<file path="src/rtl/bmdma_pkg.sv">
package bmdma_pkg;
  typedef enum logic [1:0] {
    SZ_BYTE  = 2'd0,
    SZ_WORD  = 2'd1,
    SZ_DWORD = 2'd2,
    SZ_WIDE  = 2'd3
  } acc_size_e;

  localparam int SLOT_LOG2 = 3;
  localparam logic [1:0] SUB_CTL = 2'd0;
  localparam logic [1:0] SUB_ST  = 2'd2;

  localparam int CTL_START = 0;
  localparam int CTL_DIR   = 3;
  localparam int ST_ACT    = 0;
  localparam int ST_ERR    = 1;
  localparam int ST_IRQ    = 2;
endpackage

</file>
<file path="src/rtl/bmdma_chan.sv">
module bmdma_chan
  import bmdma_pkg::*;
#(
  parameter  int DATA_W = 32,
  localparam int NB     = DATA_W / 8,
  localparam int LW     = $clog2(NB)
) (
  input  logic              clk,
  input  logic              rst,
  input  logic              wr_en,
  input  logic [2:0]        sub,
  input  acc_size_e         size,
  input  logic [DATA_W-1:0] wdata,
  input  logic              eng_done,
  input  logic              eng_err,
  input  logic              eng_irq,
  output logic              start_o,
  output logic              dir_o,
  output logic [7:0]        status_o,
  output logic [DATA_W-1:0] ptr_o
);
  logic       start_q, dir_q, act_q, err_q, irq_q;
  logic [1:0] st56_q;
  logic       ctl_wr, st_wr, start_rise, start_fall;

  assign ctl_wr     = wr_en && !sub[2] && (size == SZ_BYTE) && (sub[1:0] == SUB_CTL);
  assign st_wr      = wr_en && !sub[2] && (size == SZ_BYTE) && (sub[1:0] == SUB_ST);
  assign start_rise = ctl_wr && wdata[CTL_START] && !start_q;
  assign start_fall = ctl_wr && !wdata[CTL_START] && start_q;

  always_ff @(posedge clk) begin
    if (rst) begin
      start_q <= 1'b0;
      dir_q   <= 1'b0;
      act_q   <= 1'b0;
      err_q   <= 1'b0;
      irq_q   <= 1'b0;
      st56_q  <= 2'b00;
    end else begin
      if (ctl_wr) begin
        start_q <= wdata[CTL_START];
        dir_q   <= wdata[CTL_DIR];
      end
      if (start_rise)
        act_q <= 1'b1;
      else if (eng_done || start_fall)
        act_q <= 1'b0;
      err_q <= eng_err || (err_q && !(st_wr && wdata[ST_ERR]));
      irq_q <= eng_irq || (irq_q && !(st_wr && wdata[ST_IRQ]));
      if (st_wr)
        st56_q <= wdata[6:5];
    end
  end

  assign start_o  = start_q;
  assign dir_o    = dir_q;
  assign status_o = {1'b0, st56_q, 2'b00, irq_q, err_q, act_q};

  // Pointer: byte-lane writes starting at the addressed lane
  logic [LW-1:0]     lane;
  logic [LW:0]       nbytes;
  logic [DATA_W-1:0] wsh;
  logic [DATA_W-1:0] ptr_q;

  assign lane = sub[LW-1:0];
  assign wsh  = wdata << {lane, 3'b000};

  always_comb begin
    case (size)
      SZ_BYTE: nbytes = (LW+1)'(1);
      SZ_WORD: nbytes = (LW+1)'(2);
      default: nbytes = (LW+1)'(NB);
    endcase
  end

  for (genvar b = 0; b < NB; b++) begin : g_lane
    logic be;
    assign be = wr_en && sub[2] && ((LW+1)'(b) >= {1'b0, lane}) &&
                ((LW+1)'(b) < ({1'b0, lane} + nbytes));
    if (b == 0) begin : g_low
      always_ff @(posedge clk) begin
        if (rst)     ptr_q[7:0] <= 8'h00;
        else if (be) ptr_q[7:0] <= wsh[7:0] & 8'hFC;
      end
    end else begin : g_hi
      always_ff @(posedge clk) begin
        if (rst)     ptr_q[8*b +: 8] <= 8'h00;
        else if (be) ptr_q[8*b +: 8] <= wsh[8*b +: 8];
      end
    end
  end

  assign ptr_o = ptr_q;
endmodule

</file>
<file path="src/rtl/bmdma_regbank.sv">
module bmdma_regbank
  import bmdma_pkg::*;
#(
  parameter  int NUM_CH = 2,
  parameter  int DATA_W = 32,
  localparam int ADDR_W = $clog2(NUM_CH) + SLOT_LOG2
) (
  input  logic                     clk,
  input  logic                     rst,
  input  logic                     acc_valid,
  input  logic                     acc_write,
  input  logic [ADDR_W-1:0]        acc_addr,
  input  logic [1:0]               acc_size,
  input  logic [DATA_W-1:0]        acc_wdata,
  output logic                     rd_valid,
  output logic [DATA_W-1:0]        rd_data,
  input  logic [NUM_CH-1:0]        eng_done,
  input  logic [NUM_CH-1:0]        eng_err,
  input  logic [NUM_CH-1:0]        eng_irq,
  output logic [NUM_CH-1:0]        dma_start,
  output logic [NUM_CH-1:0]        dma_dir,
  output logic [NUM_CH*DATA_W-1:0] dma_ptr
);
  localparam int CH_W = ADDR_W - SLOT_LOG2;

  logic [CH_W-1:0]   ch_idx;
  logic [2:0]        sub;
  acc_size_e         size;
  logic [7:0]        st_arr  [NUM_CH];
  logic [DATA_W-1:0] ptr_arr [NUM_CH];
  logic [NUM_CH*8-1:0] st_flat;

  assign ch_idx = acc_addr[ADDR_W-1:SLOT_LOG2];
  assign sub    = acc_addr[SLOT_LOG2-1:0];
  assign size   = acc_size_e'(acc_size);

  for (genvar c = 0; c < NUM_CH; c++) begin : g_ch
    bmdma_chan #(.DATA_W(DATA_W)) u_chan (
      .clk      (clk),
      .rst      (rst),
      .wr_en    (acc_valid && acc_write && (ch_idx == CH_W'(c))),
      .sub      (sub),
      .size     (size),
      .wdata    (acc_wdata),
      .eng_done (eng_done[c]),
      .eng_err  (eng_err[c]),
      .eng_irq  (eng_irq[c]),
      .start_o  (dma_start[c]),
      .dir_o    (dma_dir[c]),
      .status_o (st_arr[c]),
      .ptr_o    (ptr_arr[c])
    );
    assign dma_ptr[c*DATA_W +: DATA_W] = ptr_arr[c];
    assign st_flat[c*8 +: 8]           = st_arr[c];
  end

  // Read path
  logic [DATA_W-1:0] wmask, rd_next;
  logic [7:0]        ctl_rb;

  always_comb begin
    case (size)
      SZ_BYTE: wmask = DATA_W'(8'hFF);
      SZ_WORD: wmask = DATA_W'(16'hFFFF);
      default: wmask = '1;
    endcase
  end

  assign ctl_rb = {4'b0000, dma_dir[ch_idx], 2'b00, dma_start[ch_idx]};

  always_comb begin
    rd_next = '0;
    if (!sub[2]) begin
      if (size != SZ_BYTE)
        rd_next = wmask;
      else begin
        case (sub[1:0])
          SUB_CTL: rd_next = DATA_W'(ctl_rb);
          SUB_ST:  rd_next = DATA_W'(st_arr[ch_idx]);
          default: rd_next = DATA_W'(8'hFF);
        endcase
      end
    end else begin
      rd_next = (ptr_arr[ch_idx] >> {sub[1:0], 3'b000}) & wmask;
    end
  end

  always_ff @(posedge clk) begin
    if (rst) begin
      rd_valid <= 1'b0;
      rd_data  <= '0;
    end else begin
      rd_valid <= acc_valid && !acc_write;
      if (acc_valid && !acc_write)
        rd_data <= rd_next;
    end
  end
endmodule

</file>
<file path="config.mk">
export PLATFORM = sky130hd
export DESIGN_NAME = bmdma_regbank
export DESIGN_NICKNAME = d
export VERILOG_FILES = /design/src/rtl/bmdma_pkg.sv /design/src/rtl/bmdma_chan.sv /design/src/rtl/bmdma_regbank.sv
export SDC_FILE = /design/constraint.sdc
export NUM_CORES = 1
export LEC_CHECK = 0
export ABC_CLOCK_PERIOD_IN_PS = 5350
export BUFFER_PORTS_ARGS = -buffer_cell sky130_fd_sc_hd__buf_2
export CAP_MARGIN = 20
export CORE_ASPECT_RATIO = 2
export CORE_MARGIN = 1
export CORE_UTILIZATION = 55
export CTS_BUF_LIST = sky130_fd_sc_hd__clkbuf_2 sky130_fd_sc_hd__clkbuf_4 sky130_fd_sc_hd__clkbuf_8
export CTS_CLUSTER_SIZE = 24
export DETAILED_ROUTE_END_ITERATION = 6
export HOLD_SLACK_MARGIN = 0.15
export PLACE_DENSITY = 0.83
export SKIP_LAST_GASP = 1
export SYNTH_ARGS = -nofsm -noshare
export SYNTH_HDL_FRONTEND = slang
export SYNTH_HIERARCHICAL = 1
export SYNTH_SLANG_ARGS = --single-unit
</file>
<file path="constraint.sdc">
create_clock -name clk -period 5.35 [get_ports clk]
set_input_delay 0.2675 -clock clk [delete_from_list [all_inputs] [get_ports clk]]
set_output_delay 0.2675 -clock clk [all_outputs]
set_load 0.05 [all_outputs]
</file>
Yosys cells after proc, flatten, opt, wreduce, memory -nomap -nowiden
Index checks and enable logic that the tools add are counted.
- flip-flop bits (word level): 107
- input port bits: 48
- output and inout bits: 101
- word-level logic and storage cells: 122
- add/subtract/negate cells: 1
- magnitude comparators: 9
- equality and inequality tests: 2
- shifts and indexed selects: 2
- muxes and demuxes: 19
- bitwise operators: 3
- reduce and logical (&&, ||, !) cells: 64
- operator list (cell ; number):
    32-bit two-way mux ; 5
    32-bit case mux with 2 select lines ; 1
    1-bit logical AND ; 44
    32-bit AND ; 1
    32-bit by 5-bit << shifter with 32-bit output ; 1
    32-bit by 5-bit >> shifter with 32-bit output ; 1
    8-bit two-way mux ; 2
    8-bit case mux with 2 select lines ; 1
    1-bit zero test ; 9
    1-bit two-way mux ; 8
    7-bit two-way mux ; 1
    1-bit logical OR ; 6
    1-bit by 3-bit < comparator with 1-bit output (first input constant) ; 2
    2-bit by 3-bit < comparator with 1-bit output (first input constant) ; 2
    3-bit case mux with 2 select lines ; 1
    2-bit nonzero test ; 3
    1-bit by 2-bit >= comparator with 1-bit output (first input constant) ; 2
    2-bit zero test ; 2
    2-bit by 3-bit adder with 3-bit output ; 1
    2-bit by 1-bit equality test with 1-bit output (second input constant) ; 1
    2-bit equality test (second input constant) ; 1
    2-bit >= comparator (first input constant) ; 1
    2-bit >= comparator (second input constant) ; 1
    1-bit by 2-bit < comparator with 1-bit output (second input constant) ; 1
    other kinds (2) ; 2

Longest topological paths before layout
Gate-level depths: netlist of the first run.
- depth in word-level cells: 10
- mapped depth: 8
- mapped depth without buffers: 7

Cells and area by module
The synthesis of the first run kept the hierarchy.
- modules (own cells, without submodules) (module ; times used ; cells an instance ; area an instance (µm²) ; sequential area each (µm²)):
    bmdma_chan ; 2 ; 234 ; 2178.3 ; 740.7
    bmdma_regbank ; 1 ; 263 ; 2516.2 ; 660.6

Worst setup path after synthesis of the first run
Ideal clock, no wire load.
- kind: input-to-reg
- start point: input port acc_addr[1]
- end point: register g_ch[0].u_chan.ptr_q[10]
- library setup time: 121 ps
- arrival: 2171 ps
- required time: 5229 ps
- path slack: 3058 ps
- stages: 8
- path buffers: 3
- cell sequence: buf_2 > buf_2 > inv_1 > fa_1 > xor2_1 > a211o_1 > buf_4 > mux2_2
- cells in the longest elaborated chain, start to end: 3
- elaborated cells between the ends (all ways): 6
- classes of those cells: add/sub: 1; order compare: 2; shift: 1; reduce/logical: 2
- RTL lines (element ; RTL line ; source):
    from (decl) ; bmdma_regbank.sv:12 ; input logic [ADDR_W-1:0] acc_addr,
    2-bit by 3-bit adder with 3-bit output or 1-bit by 2-bit >= comparator with 1-bit output (tied branches) ; bmdma_chan.sv:79, bmdma_chan.sv:78 ;
    1-bit by 3-bit < comparator with 1-bit output or 1-bit logical AND (tied branches) ; bmdma_chan.sv:79, bmdma_chan.sv:78 ;
    1-bit logical AND ; bmdma_chan.sv:78 ; assign be = wr_en && sub[2] && ((LW+1)'(b) >= {1'b0, lane}) &&
    to (signal, indexed assignment) ; bmdma_chan.sv:88 ; else if (be) ptr_q[8*b +: 8] <= wsh[8*b +: 8];
    to (decl) ; bmdma_chan.sv:63 ; logic [DATA_W-1:0] ptr_q;
Parallel ways exist; a longest one is shown, timed or not.
A chain may end at the register's enable or synchronous reset.

Worst setup path in the final report of the first run
- start point: input port acc_addr[1]
- end point: register g_ch[0].u_chan.ptr_q[27]
- cells in the longest elaborated chain, start to end: 3
- elaborated cells between the ends (all ways): 4
- classes of those cells: add/sub: 1; order compare: 1; shift: 1; reduce/logical: 1
- RTL lines (element ; RTL line ; source):
    2-bit by 3-bit adder with 3-bit output ; bmdma_chan.sv:79 ; ((LW+1)'(b) < ({1'b0, lane} + nbytes));
    2-bit by 3-bit < comparator with 1-bit output ; bmdma_chan.sv:79 ;
    1-bit logical AND ; bmdma_chan.sv:78 ;
Parallel ways exist; a longest one is shown, timed or not.

==> qor.txt, run 1 <==
status = finished, final reports clean
CTS HTree Levels = 3
critical path fanouts, max = 49
CTS buffer count = 9
Seq/Total Area, Yosys = 31.17%
Placed Area = 0.007438 mm2
CTS root buffer = clkbuf_8
# setup viols final = 0
routed vias/inst = 6.467
Max Slew Vio Count = 0
detailed placement HPWL = 15.97 mm
starting density of the core = 56.36%
Slew HR = 32.75%
clock share of power = 27.6%
Tot GR Track Use = 34.09%
combinational share of power = 23.8%
Post-Route M1 WL = 7.726 mm
commonest non-fill, non-tap cell in the layout = buf_2
area of the core = 0.01220 mm2
CTS resizes = 0
Final period util = 49.93%
CP endpoint kind = flip-flop
CP max stage cell = nor3_1
post-route cell area = 0.007657 mm2
clock latency on the worst-skew pair = 390 ps
endpoints failing hold = 0
pwr dens = 225.4 mW/mm2
Worst VDD drop = 0.0002140 V
fmax = 0.3744 GHz
Sw Ratio = 34.41%
postcts setup bufs = 0
CP delay by family, top = buffers and inverters
Max Buffers Root-to-Sink = 2
Simple-Gate Fraction of Synth Area = 18.51%
Leak = 3.267 nW
Synth cell types = 51
crit path DAT = 3010 ps
Top Layer Used = met4
EDFF count, synth = 0
leading cell types in the layout, fill and taps excluded = 142 x buf_2, 107 x dfxtp_1, 52 x nor2_1, 49 x a21oi_1, 48 x mux2_2
Final GP Congestion = 0.9568
Chip Height = 160.1 um
drt first pass iters = 6
input/output buffers = 144
# nets final = 885
largest family of logic cells by synthesized area = multiplexers
post-synth top area cell = dfxtp_1
sequential power share = 48.6%
CTS clock-pin slew for the worst setup and hold paths = 100 ps
Internal = 1.132 mW
max-cap viol count = 0
Mean Syn Cell Area = 9.402 um2
min-delay worst type = in -> reg
IO Pins = 149
clk sinks = 107
antenna cells = 0
WL met3 = 1.659 mm
Area growth, synth to finish = 11.41%
Synth Area in Adders = 0.9467%
post-route ant nets = 0
Total Routed Length = 21.67 mm
fraction of registers with async set/reset = 0%
flops & latches, synth = 107
XOR/XNOR share of the synthesized area = 0.7282%
CTS tree = built
first-pass GRT wire length = 32.95 mm
post-synthesis mux area share = 21.23%
antenna violations before repair = 0
worst path cell trace = buf_2 -> inv_1 -> fa_1 -> xor2_1 -> nor3_1 -> a32o_1
Synth warnings = 6
RSZ-0062 raised after global routing = false
Critical path buffers and inverters = 2
cts-stage hold buffer count = 4
vias in the first global route = 6,112
crit start category = primary input
residual DRC count = 0
largest net degree at the start of global routing = 92
number of DRC markers in iteration 0 = 593
top cells by area, synth = dfxtp_1 31%, mux2_2 7.9%, mux2i_1 6.7%, nor2b_1 4.1%, a2111oi_2 3.9%
clk_skew = 9.059 ps
CP Class = in -> reg
vias = 6,370
die area = 0.01297 mm2
Critical Path RT = 5690 ps
std cell rows = 57
setup TNS = 0 ps
Chip Width = 81.05 um
Mapped Cells = 731
Critical Path Max Stage Delay = 760 ps
Syn Std Cell Area = 0.006873 mm2
DR WL met2 = 10.30 mm
min cycle time layout = 2671 ps
Yosys top cell area share = 31.17%
Overflow after GRT = 0
NetSw = 0.5940 mW
actual slew at the worst max-slew pin = 1009 ps
Compound-Gate Fraction of Synth Area = 20.57%
dominant synthesized flop cell = dfxtp_1
worst hold slack = 175.8 ps
drt wl/cell = 22.00 um
layout cells sized above 1 = 30.91%
-- routing by layer --
layer | GRT usage [%] | vias to the layer above
met1 | 38.08 | 3001
met5 | 0 | -
li1 | - | 2885
met4 | 29.38 | 0
met2 | 54.20 | 380
met3 | 5.657 | 104
-- cells by family (layout without fill, tap and decap cells) --
logic type | after synthesis | count (layout)
AO/OA/AOI/OAI | 170 | 170
buffers and inverters | 83 | 182
other | 2 | 10
flip-flops | 107 | 107
adder cells (fa/ha/maj) | 4 | 4
AND/OR/NAND/NOR | 247 | 247
XOR/XNOR | 4 | 4
multiplexers | 114 | 114
-- state kept, by name, indices dropped and copies added, names as in the netlist --
signal and count:
g_ch.u_chan/ptr_o 60, rd_data 32, g_ch.u_chan/st56_q 4, g_ch.u_chan/act_q 2, g_ch.u_chan/dir_o 2, g_ch.u_chan/err_q 2
g_ch.u_chan/irq_q 2, g_ch.u_chan/start_o 2, rd_valid 1
-- power groups by stage --
stage                     clock network [mW]  logic (mW)  registers (mW)
final                                  0.477       0.411           0.838
after global routing                   0.514       0.436           0.841
after CTS                              0.477       0.404           0.838
after detailed placement                   0       0.400           0.856
after global placement                     0       0.395           0.855
after floorplan                            0       0.238           0.925
-- final timing paths --
check,startpoint,to,slack [ps],cells past startpoint
worst max-delay path,acc_addr[1],g_ch[0].u_chan/ptr_o[27]$_SDFFE_PP0P_,2680,6
worst min-delay path,eng_done[1],g_ch[1].u_chan/act_q$_SDFFE_PP0P_,180,4
worst max register to register,g_ch[1].u_chan/ptr_o[17]$_SDFFE_PP0P_,rd_data[1]$_SDFFE_PP0P_,3530,3
worst min register to register,g_ch[1].u_chan/st56_q[1]$_SDFFE_PP0N_,g_ch[1].u_chan/st56_q[1]$_SDFFE_PP0N_,490,2
-- tightest hold or removal path, stage by stage --
cell and delay, ps:
buf_2 80, nor2b_1 40, o21ai_0 60, a31oi_1 70
-- through the flow --
stage               utilization, %  total power [mW]  setup slack (ps)  instances
floorplan                        -             1.163              3058        739
global placement             60.99             1.250              2383        965
detailed placement           60.99             1.256              2296        965
CTS                          62.79             1.719              2684        985
global route                 62.79             1.791              2536        985
finish                       62.79             1.726              2679        985
-- synthesized netlist by cell type, types with 3 or more instances --
master and instances:
a2111oi_2 18, a211o_1 22, a21oi_1 49, a222oi_1 4
a2bb2oi_1 16, a311oi_1 4, a31oi_1 3, a32o_1 16
a41oi_1 8, and2_1 3, buf_1 10, buf_2 17
buf_4 20, buf_6 3, clkbuf_1 18, dfxtp_1 107
inv_1 13, mux2_2 48, mux2_4 4, mux2i_1 46
mux4_1 10, mux4_2 6, nand2_1 46, nand2b_1 37
nand3_1 9, nor2_1 52, nor2b_1 45, nor3_1 37
nor4_1 4, o21ai_0 20, or2_2 3
-- final cells by class --
class	count	area, um2
sequential	107	2142
clock inverter	6	41.29
fill	1070	4538
inverter	13	48.80
tap	147	183.9
timing repair buffer	153	803.3
multi-input combinational	549	4300
clock buffer	10	137.6
Power figures use the tool's default switching activity.
==> inputs of run 2 (changes only) <==
ABC_CLOCK_PERIOD_IN_PS = 2700   (was 5350)
clock period = 2.7 ns   (was 5.35 ns; I/O delays follow)
==> run 2 against run 1 <==
  * Global-route usage grew 1.9 points
  * Non-clock buffer count grew 35
  * Largest power group unchanged
  * Via count grew 1.1%
  * Die area is the same
  * Sequential cell count is the same
  * Utilization grew 2.5 points
  * Worst setup slack lost 2100 ps
  * Register-to-register slack lost 2500 ps
  * Cell count grew 3.7%
  * Count of clock-buffer cells in the layout is the same
  * Sequential share of layout area shrank 1.1 points
  * Critical path type unchanged
==> qor.txt, run 2 (same netlist as run 1, synthesis figures left out) <==
status = finished, final reports clean
max reg flops = 60 (unchanged)
Overflow after GRT = 0 (unchanged)
setup TNS = 0 ps (unchanged)
antenna violations before repair = 1 (+1)
std cell rows = 57 (unchanged)
Tot GR Track Use = 36.01% (+1.9 points)
number of DRC markers in iteration 0 = 448 (-24%)
CTS root buffer = clkbuf_8
min-delay worst type = in -> reg
residual DRC count = 0 (unchanged)
crit path DAT = 2380 ps (-630 ps)
die area = 0.01297 mm2 (unchanged)
min cycle time layout = 2110 ps
clk_skew = 18.01 ps (+8.953 ps)
FILL cells = 1,034 (-3.4%)
actual slew at the worst max-slew pin = 965.7 ps (-43.09 ps)
commonest non-fill, non-tap cell in the layout = buf_2
IO Pins = 149 (unchanged)
fmax = 0.4740 GHz
Leak = 3.441 nW (+5.3%)
CP endpoint kind = flip-flop
Total Routed Length = 22.50 mm (+3.8%)
clock latency on the worst-skew pair = 380 ps (about the same)
Chip Height = 160.1 um (unchanged)
drt first pass iters = 5 (-1)
first-pass GRT wire length = 34.76 mm (+5.5%)
RSZ-0062 raised after global routing = false
hold_sp = acc_wdata[21]
CTS clock-pin slew for the worst setup and hold paths = 110 ps (about the same)
Slew HR = 35.13% (+2.4 points)
vias in the first global route = 6,387 (+4.5%)
Power Total = 3.475 mW (+100%)
Max Slew Vio Count = 0 (unchanged)
Final period util = 78.14%
Chip Width = 81.05 um (unchanged)
CP Class = in -> reg
Max Buffers Root-to-Sink = 2 (unchanged)
Worst VDD drop = 0.0003311 V (+55%)
vias = 6,443 (+1.1%)
# setup viols final = 0 (unchanged)
pwr dens = 436.2 mW/mm2 (+93%)
post-route ant nets = 0 (unchanged)
Reg-to-Reg Start = g_ch[1].u_chan/ptr_o[17]$_SDFFE_PP0P_
Area growth, synth to finish = 15.89%
CTS tree = built
# nets final = 920 (+4.0%)
routed vias/inst = 6.310 (-2.4%)
Critical Path Start = acc_addr[3]
starting density of the core = 56.36% (unchanged)
leading cell types in the layout, fill and taps excluded = 142 x buf_2, 107 x dfxtp_1, 52 x nor2_1, 49 x a21oi_1, 48 x mux2_2
CTS HTree Levels = 3 (unchanged)
detailed placement HPWL = 16.78 mm (+5.1%)
clk sinks = 107 (unchanged)
layout cells sized above 1 = 32.11% (+1.2 points)
CTS buffer count = 9 (unchanged)
crit start category = primary input
largest net degree at the start of global routing = 79 (-14%)
max-cap viol count = 0 (unchanged)
area of the core = 0.01220 mm2 (unchanged)
Final GP Congestion = 0.9611 (+0.45%)
endpoints failing hold = 0 (unchanged)
Critical Path RT = 2970 ps (-2720 ps)
critical path fanouts, max = 10 (-80%)
drt wl/cell = 22.04 um (+0.16%)
input/output buffers = 144 (unchanged)
-- run 2: timing repair --
action,in CTS,in global routing
gates resized for setup,0,0
setup endpoints to repair,0,0
setup buffers,0,0
hold buffers,17,0
hold endpoints to repair,26,0
-- run 2: critical path, stage by stage --
cell	delay, ps
buf_2	290
and3_1	290
or4b_2	690
nor2_1	240
a311oi_1	120
dlygate4sd3_1	600
-- run 2: routing by layer --
metal	share of wire [%]	track usage, %
met1	35	38.74
met2	51	59.70
met5	0	0
met3	6.3	6.686
met4	8.2	28.17
-- run 2: final cells by class --
class                      count  area [um2]  area share (%)
antenna                        2       5.005         0.06283
clock inverter                 5       42.54          0.5341
clock buffer                  10       131.4           1.649
tap                          147       183.9           2.309
timing repair buffer         188        1111           13.95
multi-input combinational    549        4300           53.99
inverter                      13       48.80          0.6126
sequential                   107        2142           26.89
-- run 2: metrics by stage --
stage,util (%),instance area [um2],worst slack [ps],hold slack [ps],std cells
CTS,65.27,7960,714.8,153.4,1019
global placement,62.45,7616,345.7,405.5,987
finish,65.31,7965,590.3,172.9,1021
detailed placement,62.45,7616,312.7,416.2,987
global route,65.29,7963,548.8,172.2,1020
floorplan,-,6903,540.7,243.7,739
-- run 2: worst paths after layout --
check | endpoint | slack, ps | cells after the start
setup / recovery | g_ch[1].u_chan/irq_q$_SDFF_PP0_ | 590 | 6
hold / removal | g_ch[1].u_chan/ptr_o[29]$_SDFFE_PP0P_ | 170 | 4
setup reg to reg | rd_data[1]$_SDFFE_PP0P_ | 1040 | 3
hold reg to reg | rd_data[23]$_SDFFE_PP0P_ | 490 | 2
-- run 2: power by group --
part           total, mW  internal [mW]  switching [mW]
sequential          1.66           1.62          0.0404
clock              0.951          0.356           0.595
combinational      0.859          0.300           0.560
